### config.mk
export PLATFORM = sky130hd
export DESIGN_NAME = desc_ring_engine
export DESIGN_NICKNAME = d
export VERILOG_FILES = /design/src/rtl/desc_ring_pkg.sv /design/src/rtl/desc_ring_ctrl.sv /design/src/rtl/desc_ring_datapath.sv /design/src/rtl/desc_ring_engine.sv
export SDC_FILE = /design/constraint.sdc
export NUM_CORES = 1
export LEC_CHECK = 0
export BUFFER_PORTS_ARGS = -buffer_cell sky130_fd_sc_hd__buf_2
export CAP_MARGIN = 20
export CORE_MARGIN = 4
export CORE_UTILIZATION = 32
export DETAILED_ROUTE_END_ITERATION = 10
export PLACE_DENSITY = 0.58
export SETUP_SLACK_MARGIN = 0.05
export SLEW_MARGIN = 5
export SYNTH_ARGS = -nofsm -noshare
export SYNTH_HDL_FRONTEND = slang
export SYNTH_SLANG_ARGS = --single-unit
export TNS_END_PERCENT = 10
### constraint.sdc
create_clock -name clk -period 8.1 [get_ports clk]
set_input_delay 0.405 -clock clk [delete_from_list [all_inputs] [get_ports clk]]
set_output_delay 0.405 -clock clk [all_outputs]
set_load 0.02 [all_outputs]
### src/rtl/desc_ring_pkg.sv
package desc_ring_pkg;

  typedef enum logic [3:0] {
    S_IDLE,
    S_TX_C0, S_TX_C1, S_TX_BUF, S_TX_GO, S_TX_WAIT, S_TX_WB,
    S_RX_C0, S_RX_C1, S_RX_BUF, S_RX_GO, S_RX_WB
  } engState_t;

  // strobes from the control FSM to the datapath
  typedef struct packed {
    logic       rxSide;   // address and write-back select the receive ring
    logic [1:0] wordSel;  // descriptor word being accessed
    logic       capCt1;   // capture control word
    logic       capBuf;   // capture buffer address
    logic       advTx;    // step the transmit index
    logic       advRx;    // step the receive index
    logic       latchRx;  // latch an arriving frame's length and error
  } ringStrobe_t;

  localparam int OWNER_BIT     = 31;
  localparam int END_BIT       = 31;
  localparam int FIRST_BIT     = 29;
  localparam int LAST_BIT      = 28;
  localparam int ERR_FRAME_BIT = 16;
  localparam int ERR_ADDR_BIT  = 17;
  localparam int ERR_SIZE_BIT  = 18;
  localparam int DESC_SHIFT    = 4;   // 16-byte descriptors

endpackage

### src/rtl/desc_ring_ctrl.sv
module desc_ring_ctrl
  import desc_ring_pkg::*;
(
  input  logic        clk,
  input  logic        rstN,
  input  logic        txPoll,
  input  logic        txDone,
  input  logic        rxFrameValid,
  input  logic        memAck,
  input  logic        rdOwner,
  input  logic        bufBad,
  input  logic        rxGood,
  output ringStrobe_t st,
  output logic        memReq,
  output logic        memWrite,
  output logic        txStart,
  output logic        rxStore,
  output logic        noTxBuf,
  output logic        noRxBuf
);

  engState_t state, nextState;
  logic txActive, rxPend;
  logic txEmpty, rxEmpty;

  assign txEmpty = (state == S_TX_C0) && memAck && !rdOwner;
  assign rxEmpty = (state == S_RX_C0) && memAck && !rdOwner;

  always_comb begin
    nextState  = state;
    st         = '0;
    memReq     = 1'b0;
    memWrite   = 1'b0;
    st.rxSide  = state inside {S_RX_C0, S_RX_C1, S_RX_BUF, S_RX_GO, S_RX_WB};
    st.latchRx = rxFrameValid && !rxPend;
    case (state)
      S_IDLE: begin
        if (rxPend)        nextState = S_RX_C0;
        else if (txActive) nextState = S_TX_C0;
      end
      S_TX_C0, S_RX_C0: begin
        memReq = 1'b1;
        if (memAck) begin
          if (state == S_TX_C0) nextState = rdOwner ? S_TX_C1 : S_IDLE;
          else                  nextState = rdOwner ? S_RX_C1 : S_IDLE;
        end
      end
      S_TX_C1, S_RX_C1: begin
        memReq     = 1'b1;
        st.wordSel = 2'd1;
        st.capCt1  = memAck;
        if (memAck) nextState = (state == S_TX_C1) ? S_TX_BUF : S_RX_BUF;
      end
      S_TX_BUF, S_RX_BUF: begin
        memReq     = 1'b1;
        st.wordSel = 2'd2;
        st.capBuf  = memAck;
        if (memAck) nextState = (state == S_TX_BUF) ? S_TX_GO : S_RX_GO;
      end
      S_TX_GO:   nextState = bufBad ? S_TX_WB : S_TX_WAIT;
      S_TX_WAIT: if (txDone) nextState = S_TX_WB;
      S_RX_GO:   nextState = S_RX_WB;
      S_TX_WB, S_RX_WB: begin
        memReq   = 1'b1;
        memWrite = 1'b1;
        if (memAck) begin
          nextState = S_IDLE;
          if (state == S_TX_WB) st.advTx = 1'b1;
          else                  st.advRx = 1'b1;
        end
      end
      default: nextState = S_IDLE;
    endcase
  end

  assign txStart = (state == S_TX_GO) && !bufBad;
  assign rxStore = (state == S_RX_GO) && rxGood;

  always_ff @(posedge clk) begin
    if (!rstN) begin
      state    <= S_IDLE;
      txActive <= 1'b0;
      rxPend   <= 1'b0;
      noTxBuf  <= 1'b0;
      noRxBuf  <= 1'b0;
    end else begin
      state   <= nextState;
      noTxBuf <= txEmpty;
      noRxBuf <= rxEmpty;
      if (txPoll)       txActive <= 1'b1;
      else if (txEmpty) txActive <= 1'b0;
      if (rxEmpty || (state == S_RX_WB && memAck)) rxPend <= 1'b0;
      else if (st.latchRx)                         rxPend <= 1'b1;
    end
  end

  // an empty transmit slot leaves the engine idle
  a_r4_empty_goes_idle: assert property (@(posedge clk) disable iff (!rstN)
    noTxBuf |-> state == S_IDLE);

  // transmit hand-over is a single-cycle pulse
  a_r3_start_one_cycle: assert property (@(posedge clk) disable iff (!rstN)
    txStart |=> !txStart);

  // a dropped frame is no longer pending
  a_r11_drop_clears_pending: assert property (@(posedge clk) disable iff (!rstN)
    noRxBuf |-> !rxPend);

endmodule

### src/rtl/desc_ring_datapath.sv
module desc_ring_datapath
  import desc_ring_pkg::*;
#(
  parameter int ADDR_W = 32,
  parameter int IDX_W  = 8,
  parameter int LEN_W  = 11
) (
  input  logic              clk,
  input  logic              rstN,
  input  ringStrobe_t       st,
  input  logic [ADDR_W-1:0] txBase,
  input  logic [ADDR_W-1:0] rxBase,
  input  logic [31:0]       memRdata,
  input  logic [LEN_W-1:0]  rxFrameLen,
  input  logic              rxFrameErr,
  output logic [ADDR_W-1:0] memAddr,
  output logic [31:0]       memWdata,
  output logic [ADDR_W-1:0] bufAddr,
  output logic [LEN_W-1:0]  txLen,
  output logic              txFirst,
  output logic              txLast,
  output logic              bufBad,
  output logic              rxGood
);

  logic [ADDR_W-1:0] bufQ;
  logic [LEN_W-1:0]  ct1Len, rxLenQ;
  logic              ct1End, ct1First, ct1Last, rxErrQ, tooLong;
  logic [1:0]        advVec;
  logic [IDX_W-1:0]  curIdx;
  logic [ADDR_W-1:0] curBase;

  assign advVec = {st.advRx, st.advTx};

  // one index counter per ring: 0 = transmit, 1 = receive
  for (genvar s = 0; s < 2; s++) begin : g_ring
    logic [IDX_W-1:0] idx;
    always_ff @(posedge clk) begin
      if (!rstN)          idx <= '0;
      else if (advVec[s]) idx <= ct1End ? '0 : idx + 1'b1;
    end
  end

  assign curIdx  = st.rxSide ? g_ring[1].idx : g_ring[0].idx;
  assign curBase = st.rxSide ? rxBase : txBase;
  assign memAddr = curBase + (ADDR_W'(curIdx) << DESC_SHIFT) + (ADDR_W'(st.wordSel) << 2);

  always_ff @(posedge clk) begin
    if (!rstN) begin
      bufQ     <= '0;
      ct1Len   <= '0;
      ct1End   <= 1'b0;
      ct1First <= 1'b0;
      ct1Last  <= 1'b0;
      rxLenQ   <= '0;
      rxErrQ   <= 1'b0;
    end else begin
      if (st.capCt1) begin
        ct1Len   <= memRdata[LEN_W-1:0];
        ct1End   <= memRdata[END_BIT];
        ct1First <= memRdata[FIRST_BIT];
        ct1Last  <= memRdata[LAST_BIT];
      end
      if (st.capBuf) bufQ <= memRdata[ADDR_W-1:0];
      if (st.latchRx) begin
        rxLenQ <= rxFrameLen;
        rxErrQ <= rxFrameErr;
      end
    end
  end

  assign tooLong = rxLenQ > ct1Len;
  assign bufBad  = st.rxSide ? (bufQ[1:0] != 2'b10) : bufQ[0];
  assign rxGood  = !bufBad && !tooLong && !rxErrQ;

  always_comb begin
    memWdata = '0;
    memWdata[ERR_ADDR_BIT] = bufBad;
    if (st.rxSide) begin
      memWdata[LEN_W-1:0]     = rxLenQ;
      memWdata[ERR_FRAME_BIT] = rxErrQ;
      memWdata[ERR_SIZE_BIT]  = tooLong;
    end
  end

  assign bufAddr = bufQ;
  assign txLen   = ct1Len;
  assign txFirst = ct1First;
  assign txLast  = ct1Last;

endmodule

### src/rtl/desc_ring_engine.sv
module desc_ring_engine
  import desc_ring_pkg::*;
#(
  parameter int ADDR_W = 32,
  parameter int IDX_W  = 8,
  parameter int LEN_W  = 11
) (
  input  logic              clk,
  input  logic              rstN,
  input  logic [ADDR_W-1:0] txBase,
  input  logic [ADDR_W-1:0] rxBase,
  input  logic              txPoll,
  input  logic              txDone,
  output logic              txStart,
  output logic [ADDR_W-1:0] txBufAddr,
  output logic [LEN_W-1:0]  txLen,
  output logic              txFirst,
  output logic              txLast,
  output logic              noTxBuf,
  input  logic              rxFrameValid,
  input  logic [LEN_W-1:0]  rxFrameLen,
  input  logic              rxFrameErr,
  output logic              rxStore,
  output logic [ADDR_W-1:0] rxBufAddr,
  output logic              noRxBuf,
  output logic              memReq,
  output logic              memWrite,
  output logic [ADDR_W-1:0] memAddr,
  output logic [31:0]       memWdata,
  input  logic              memAck,
  input  logic [31:0]       memRdata
);

  ringStrobe_t       st;
  logic              bufBad, rxGood;
  logic [ADDR_W-1:0] bufAddr;

  desc_ring_ctrl i_ctrl (
    .clk(clk), .rstN(rstN), .txPoll(txPoll), .txDone(txDone),
    .rxFrameValid(rxFrameValid), .memAck(memAck),
    .rdOwner(memRdata[OWNER_BIT]), .bufBad(bufBad), .rxGood(rxGood),
    .st(st), .memReq(memReq), .memWrite(memWrite), .txStart(txStart),
    .rxStore(rxStore), .noTxBuf(noTxBuf), .noRxBuf(noRxBuf)
  );

  desc_ring_datapath #(.ADDR_W(ADDR_W), .IDX_W(IDX_W), .LEN_W(LEN_W)) i_dp (
    .clk(clk), .rstN(rstN), .st(st), .txBase(txBase), .rxBase(rxBase),
    .memRdata(memRdata), .rxFrameLen(rxFrameLen), .rxFrameErr(rxFrameErr),
    .memAddr(memAddr), .memWdata(memWdata), .bufAddr(bufAddr),
    .txLen(txLen), .txFirst(txFirst), .txLast(txLast),
    .bufBad(bufBad), .rxGood(rxGood)
  );

  assign txBufAddr = bufAddr;
  assign rxBufAddr = bufAddr;

  // a request is held unchanged until acknowledged
  a_r12_req_hold: assert property (@(posedge clk) disable iff (!rstN)
    memReq && !memAck |=> memReq && $stable(memAddr) && $stable(memWrite));

  // write-back always returns the descriptor to software
  a_r12_wb_owner_clear: assert property (@(posedge clk) disable iff (!rstN)
    memReq && memWrite |-> !memWdata[OWNER_BIT]);

  // payload is only stored to a halfword-aligned, non-word-aligned buffer
  a_r10_store_halfword: assert property (@(posedge clk) disable iff (!rstN)
    rxStore |-> rxBufAddr[1:0] == 2'b10);

  // transmit is never started from an odd buffer
  a_r6_start_even: assert property (@(posedge clk) disable iff (!rstN)
    txStart |-> !txBufAddr[0]);

endmodule

# Yosys cells after proc, flatten, opt, wreduce, memory -nomap -nowiden
# Cells that the tools add are included.
# word_totals
regBits,82
in_bits,114
output_inout_bits,147
word_cells,97
# classes
addsub,4
order_cmp,1
n_eq_ne,18
muxes,33
bitwise_logic,1
reduce_logical,26
# op_table
operator,count
4-bit two-way mux,11
32-bit by 12-bit adder with 32-bit output,1
32-bit by 4-bit adder with 32-bit output,1
32-bit two-way mux,1
4-bit one-hot mux with 8 select lines,1
8-bit two-way mux,3
8-bit by 1-bit adder with 8-bit output (second input constant),2
4-bit by 3-bit == test with 1-bit output (second input constant),4
4-bit == test (second input constant),4
2-bit inequality test (second input constant),6
11-bit greater-than comparator,1
1-bit two-way mux,11
11-bit two-way mux,1
1-bit logical AND,10
2-bit OR reduction,5
4-bit by 2-bit == test with 1-bit output (second input constant),2
2-bit two-way mux,4
8-bit OR reduction,1
6-bit AND reduction,1
1-bit zero test,5
5-bit nonzero test,1
4-bit by 1-bit == test with 1-bit output (second input constant),1
4-bit zero test,1
2-bit one-hot mux with 2 select lines,1
4 further kinds,4

# Logic depth before layout (Yosys ltp)
# depth
word_depth,7
depth_mapped,19
ltp_nobuf,14

# Modules after synthesis
# From an unflattened synthesis, not the netlist that was laid out.
# unflattened
hier_cells,660
hier_area_um2,5718.0
# modules_own_cells
module,n_inst,cells_per_inst,area_per_inst_um2,seq_area_each_um2
desc_ring_datapath,1,545,4873.4,1481.4
desc_ring_ctrl,1,83,604.3,160.2
desc_ring_engine,1,32,240.2,0.0

# Least setup slack after synthesis
# No wires, ideal clock.
# synth_timing
path_kind,reg-to-output
start,register i_ctrl.state[2]
end,output port memAddr[16]
arrival_time_ns,3.780
t_required_ns,7.695
path_slack_ns,3.915
stages_incl_launch_ff,19
n_path_buf,4
path_cell_list,dfxtp_1 -> buf_6 -> nand2b_1 -> buf_6 -> nand2_4 -> buf_1 -> clkbuf_1 -> nand2_1 -> nand2_1 -> ha_1 -> inv_1 -> fa_1 -> nand2b_1 -> a21oi_1 -> o311ai_0 -> a21oi_1 -> nand3_1 -> xor2_1 -> mux2i_1
# synth_between
elab_chain_cells,5
word_cells_on_any_way,15
cone_classes,2 x add/sub; 7 x eq/ne; 3 x mux; 3 x reduce/logical
# synth_rtl
item,line_no,rtl
from (decl),desc_ring_ctrl.sv:22,"engState_t state, nextState;"
from (signal assigned),desc_ring_ctrl.sv:87,state <= nextState;
4-bit by 3-bit == test with 1-bit output (tied with other cells),desc_ring_ctrl.sv:34,"st.rxSide = state inside {S_RX_C0, S_RX_C1, S_RX_BUF, S_RX_GO, S_RX_WB};"
5-bit nonzero test,desc_ring_ctrl.sv:34,
32-bit two-way mux / 8-bit two-way mux (equally long branches),"desc_ring_datapath.sv:45, desc_ring_datapath.sv:44",
32-bit by 12-bit adder with 32-bit output,desc_ring_datapath.sv:46,assign memAddr = curBase + (ADDR_W'(curIdx) << DESC_SHIFT) + (ADDR_W'(st.wordSel) << 2);
32-bit by 4-bit adder with 32-bit output *,desc_ring_datapath.sv:46,
to (decl),desc_ring_engine.sv:28,"output logic [ADDR_W-1:0] memAddr,"
# Every way passes the cells marked *; elsewhere a longest branch is shown, timed or not.

# Final worst setup path
# layout_timing
start,register i_ctrl.state[2]
end,output port memAddr[26]
# The elaborated chain is that of the path after synthesis.

==> impl_metrics.py <==
metrics = {
    "floorplanning": {
        "fp.coreArea_um2": 16600,
        "start_util_pct": 32.7,
        "pin_count": 261,
        "die_x_um": 138,
        "die_height_um": 138,
        "fp-row-count": 47,
        "die_area_um2": 19200,
    },
    "cells_and_area": {
        "areaGrowthSynthToFinish_pct": 24.9,
        "antennaDiodeCount": 0,
        "n_fill_cell": 1776,
        "nets": 1055,
        "regArea_um2": 1640,
        "final_cell_area_um2": 6800,
        "final_util_pct": 40.8,
        "final_cell_mix": "buf_2, nand2_1, dfxtp_1",
        "final_common_cell": "buf_2",
        "drive_gt1_share_pct": 29.7,
        "multi_input_comb_area_um2": 3240,
        "finalNonFillerCells": 1142,
    },
    "timing": {
        "worst_pin_slew_ns": 0.938,
        "setup-tns-final_ns": 0,
        "finalWorstSetupSlack_ns": 2.85,
        "finalHoldViolCount": 0,
        "fmax_mhz": 191,
        "drv_slew": 0,
        "finalCritPeriodShare_pct": 64.8,
        "slew_headroom_pct": 37.3,
        "min_period_ns": 5.25,
        "fin_skew_ns": 0.00817,
        "setup_viol": 0,
        "fin_hold_ws_ns": 0.283,
        "rsz0062_at_grt": "no",
    },
    "global_routing": {
        "first_global_vias": 5029,
        "grt_max_degree": 55,
        "grtUsageTotal_pct": 16.4,
        "antenna_found_initial": 1,
        "grt_pass1_wl_um": 26400,
        "grt_overflow": 0,
    },
    "synthesis": {
        "synth_fa_ha_area_share_pct": 5.66,
        "synthXorXnorAreaFrac_pct": 7.56,
        "ys.warnings.count": 0,
        "synthMuxAreaShare_pct": 6.62,
        "yosysSeqAreaShare_pct": 30.2,
        "synth_top_family_by_area": "simple AND/OR/NAND/NOR gates",
        "synth_area_um2": 5440,
        "synth_cells": 725,
        "ys_ff_latch": 82,
        "synth_flop_cell": "dfxtp_1",
        "synth_cell_types": 57,
        "synthSimpleGateAreaFrac_pct": 26.1,
        "synth_compound_area_share_pct": 12.3,
        "synth_edf_count": 0,
        "synthArstFlopShare_pct": 0,
        "syn_area_per_cell_um2": 7.51,
    },
    "clock_network": {
        "clk_pin_slew_ns": 0.06,
        "clock-sinks": 82,
        "htreeDepth": 3,
        "cts_tree": "built",
        "clk_path_buf_depth": 2,
        "clock-root-buffer": "clkbuf_16",
        "cts_setup_buffers": 0,
        "ctsResizeCount": 0,
        "cts_inserted_buffers": 9,
        "cts_hold_buf": 0,
        "clkLatencyLatePin_ns": 0.33,
    },
    "detailed_routing": {
        "postRouteAntennaNets": 0,
        "finalWirelength_um": 16500,
        "dr.pass1.iters": 4,
        "drc": 0,
        "wl_per_cell_um": 14.5,
        "drtIter0Drc": 253,
        "via_per_inst": 4.61,
        "num_vias": 5266,
    },
    "worst_setup_path": {
        "path_class": "reg2out",
        "endpoint_kind": "output port",
        "path_max_fanout": 22,
        "crit_required_ns": 7.70,
        "start_kind": "flip-flop",
        "arrival_ns": 4.84,
    },
    "placement": {
        "dp_cells": 1126,
        "place_area_um2": 6490,
        "gp_congestion": 0.867,
        "dp_hpwl_um": 13100,
        "dp_slack_ns": 3.23,
        "port-buffer-count": 242,
    },
    "power": {
        "ir_drop_v": 0.000112,
        "p_leak_nw": 3.37,
        "power_mw": 1.30,
        "power_density_nw_per_um2": 191,
    },
    "flow_run": {
        "drv_cap": 0,
    },
    "status": {
        "status": "completed",
    },
    "worst_hold_path": {
        "min_path_type": "in2reg",
    },
}
[power by group]
part	total, mW	switching (mW)	internal [mW]
registers	0.475	0.0418	0.433
clock network	0.409	0.166	0.243
logic	0.413	0.257	0.155
total	1.30	0.465	0.831
[critical path: stages, from the launching register on]
cell and delay (ns):
dfxtp_1 0.70, nand2b_1 0.44, and2_1 0.71, nand2_1 0.13, nand2_1 0.09, ha_1 0.17, inv_1 0.06, fa_1 0.39
nand2b_1 0.18, a21oi_1 0.18, o311ai_0 0.27, a211oi_2 0.46, nand2_2 0.14, nor3_1 0.27, xnor2_1 0.14, buf_2 0.18
[path summary, 6_finish.rpt]
path,slack [ns],depth (start not counted),start,endpoint
min,0.28,3,txPoll,i_ctrl.txActive
max reg2reg,5.67,6,i_ctrl.state[2],i_dp.g_ring[0].idx[5]
max,2.85,15,i_ctrl.state[2],memAddr[26]
min reg2reg,0.45,2,i_dp.rxLenQ[0],i_dp.rxLenQ[0]
[cell usage after synthesis (2+ instances only)]
cell type / n / share of area, %
nand2b_1: 6 / 0.69
nor2_1: 50 / 3.4
nand4_1: 7 / 0.80
or3_1: 3 / 0.34
and3_1: 11 / 1.3
buf_1: 2 / 0.14
nand2_1: 185 / 13
o21ai_0: 11 / 1.0
a31oi_1: 3 / 0.34
o21bai_1: 3 / 0.41
dfxtp_1: 82 / 30
nand3_1: 20 / 1.8
or4_1: 2 / 0.28
o22ai_1: 2 / 0.23
inv_1: 23 / 1.6
buf_6: 3 / 0.62
o21a_1: 5 / 0.69
ha_1: 23 / 5.3
and4_1: 3 / 0.48
xnor2_1: 17 / 2.7
buf_2: 6 / 0.55
buf_4: 52 / 7.2
mux2i_1: 36 / 6.6
nor2b_1: 2 / 0.23
and2_1: 12 / 1.4
o31ai_1: 2 / 0.28
a21o_1: 6 / 0.83
a21oi_1: 65 / 6.0
nor3_1: 8 / 0.74
xor2_1: 30 / 4.8
clkbuf_1: 19 / 1.3
[metal layers]
metal | vias up | part of all wire [%] | track usage [%]
li1 | 2729 | - | -
met3 | 25 | 4.7 | 3.35
met4 | 2 | 2.0 | 4.21
met1 | 2372 | 45 | 21.0
met2 | 138 | 48 | 28.3
met5 | - | 0.042 | 0
[layout make-up]
class,instances,area share (%)
Inverter,24,1.33
Timing Repair Buffer,246,18.3
Tap cell,220,4.05
Clock inverter,6,1.09
Sequential cell,82,24.2
Clock buffer,10,3.37
Multi-Input combinational cell,554,47.7
[cells by family (layout without fill, tap and decap cells)]
family	count (synthesis)	in the layout
buffers and inverters	106	286
adder cells (fa/ha/maj)	24	24
XOR/XNOR	47	47
AO/OA/AOI/OAI	110	110
multiplexers	36	36
AND/OR/NAND/NOR	319	319
other	1	18
flip-flops	82	82
[flip-flops by register name, indices dropped and copies added (netlist names)]
signal	flops
i_dp.txLen	11
i_dp.rxLenQ	11
i_ctrl.noRxBuf	1
i_dp.txFirst	1
i_dp.bufAddr	32
i_ctrl.txActive	1
i_ctrl.state	4
i_ctrl.noTxBuf	1
i_dp.rxErrQ	1
i_dp.g_ring.idx	16
i_ctrl.rxPend	1
i_dp.ct1End	1
i_dp.txLast	1
Power figures use the tool's default switching activity.
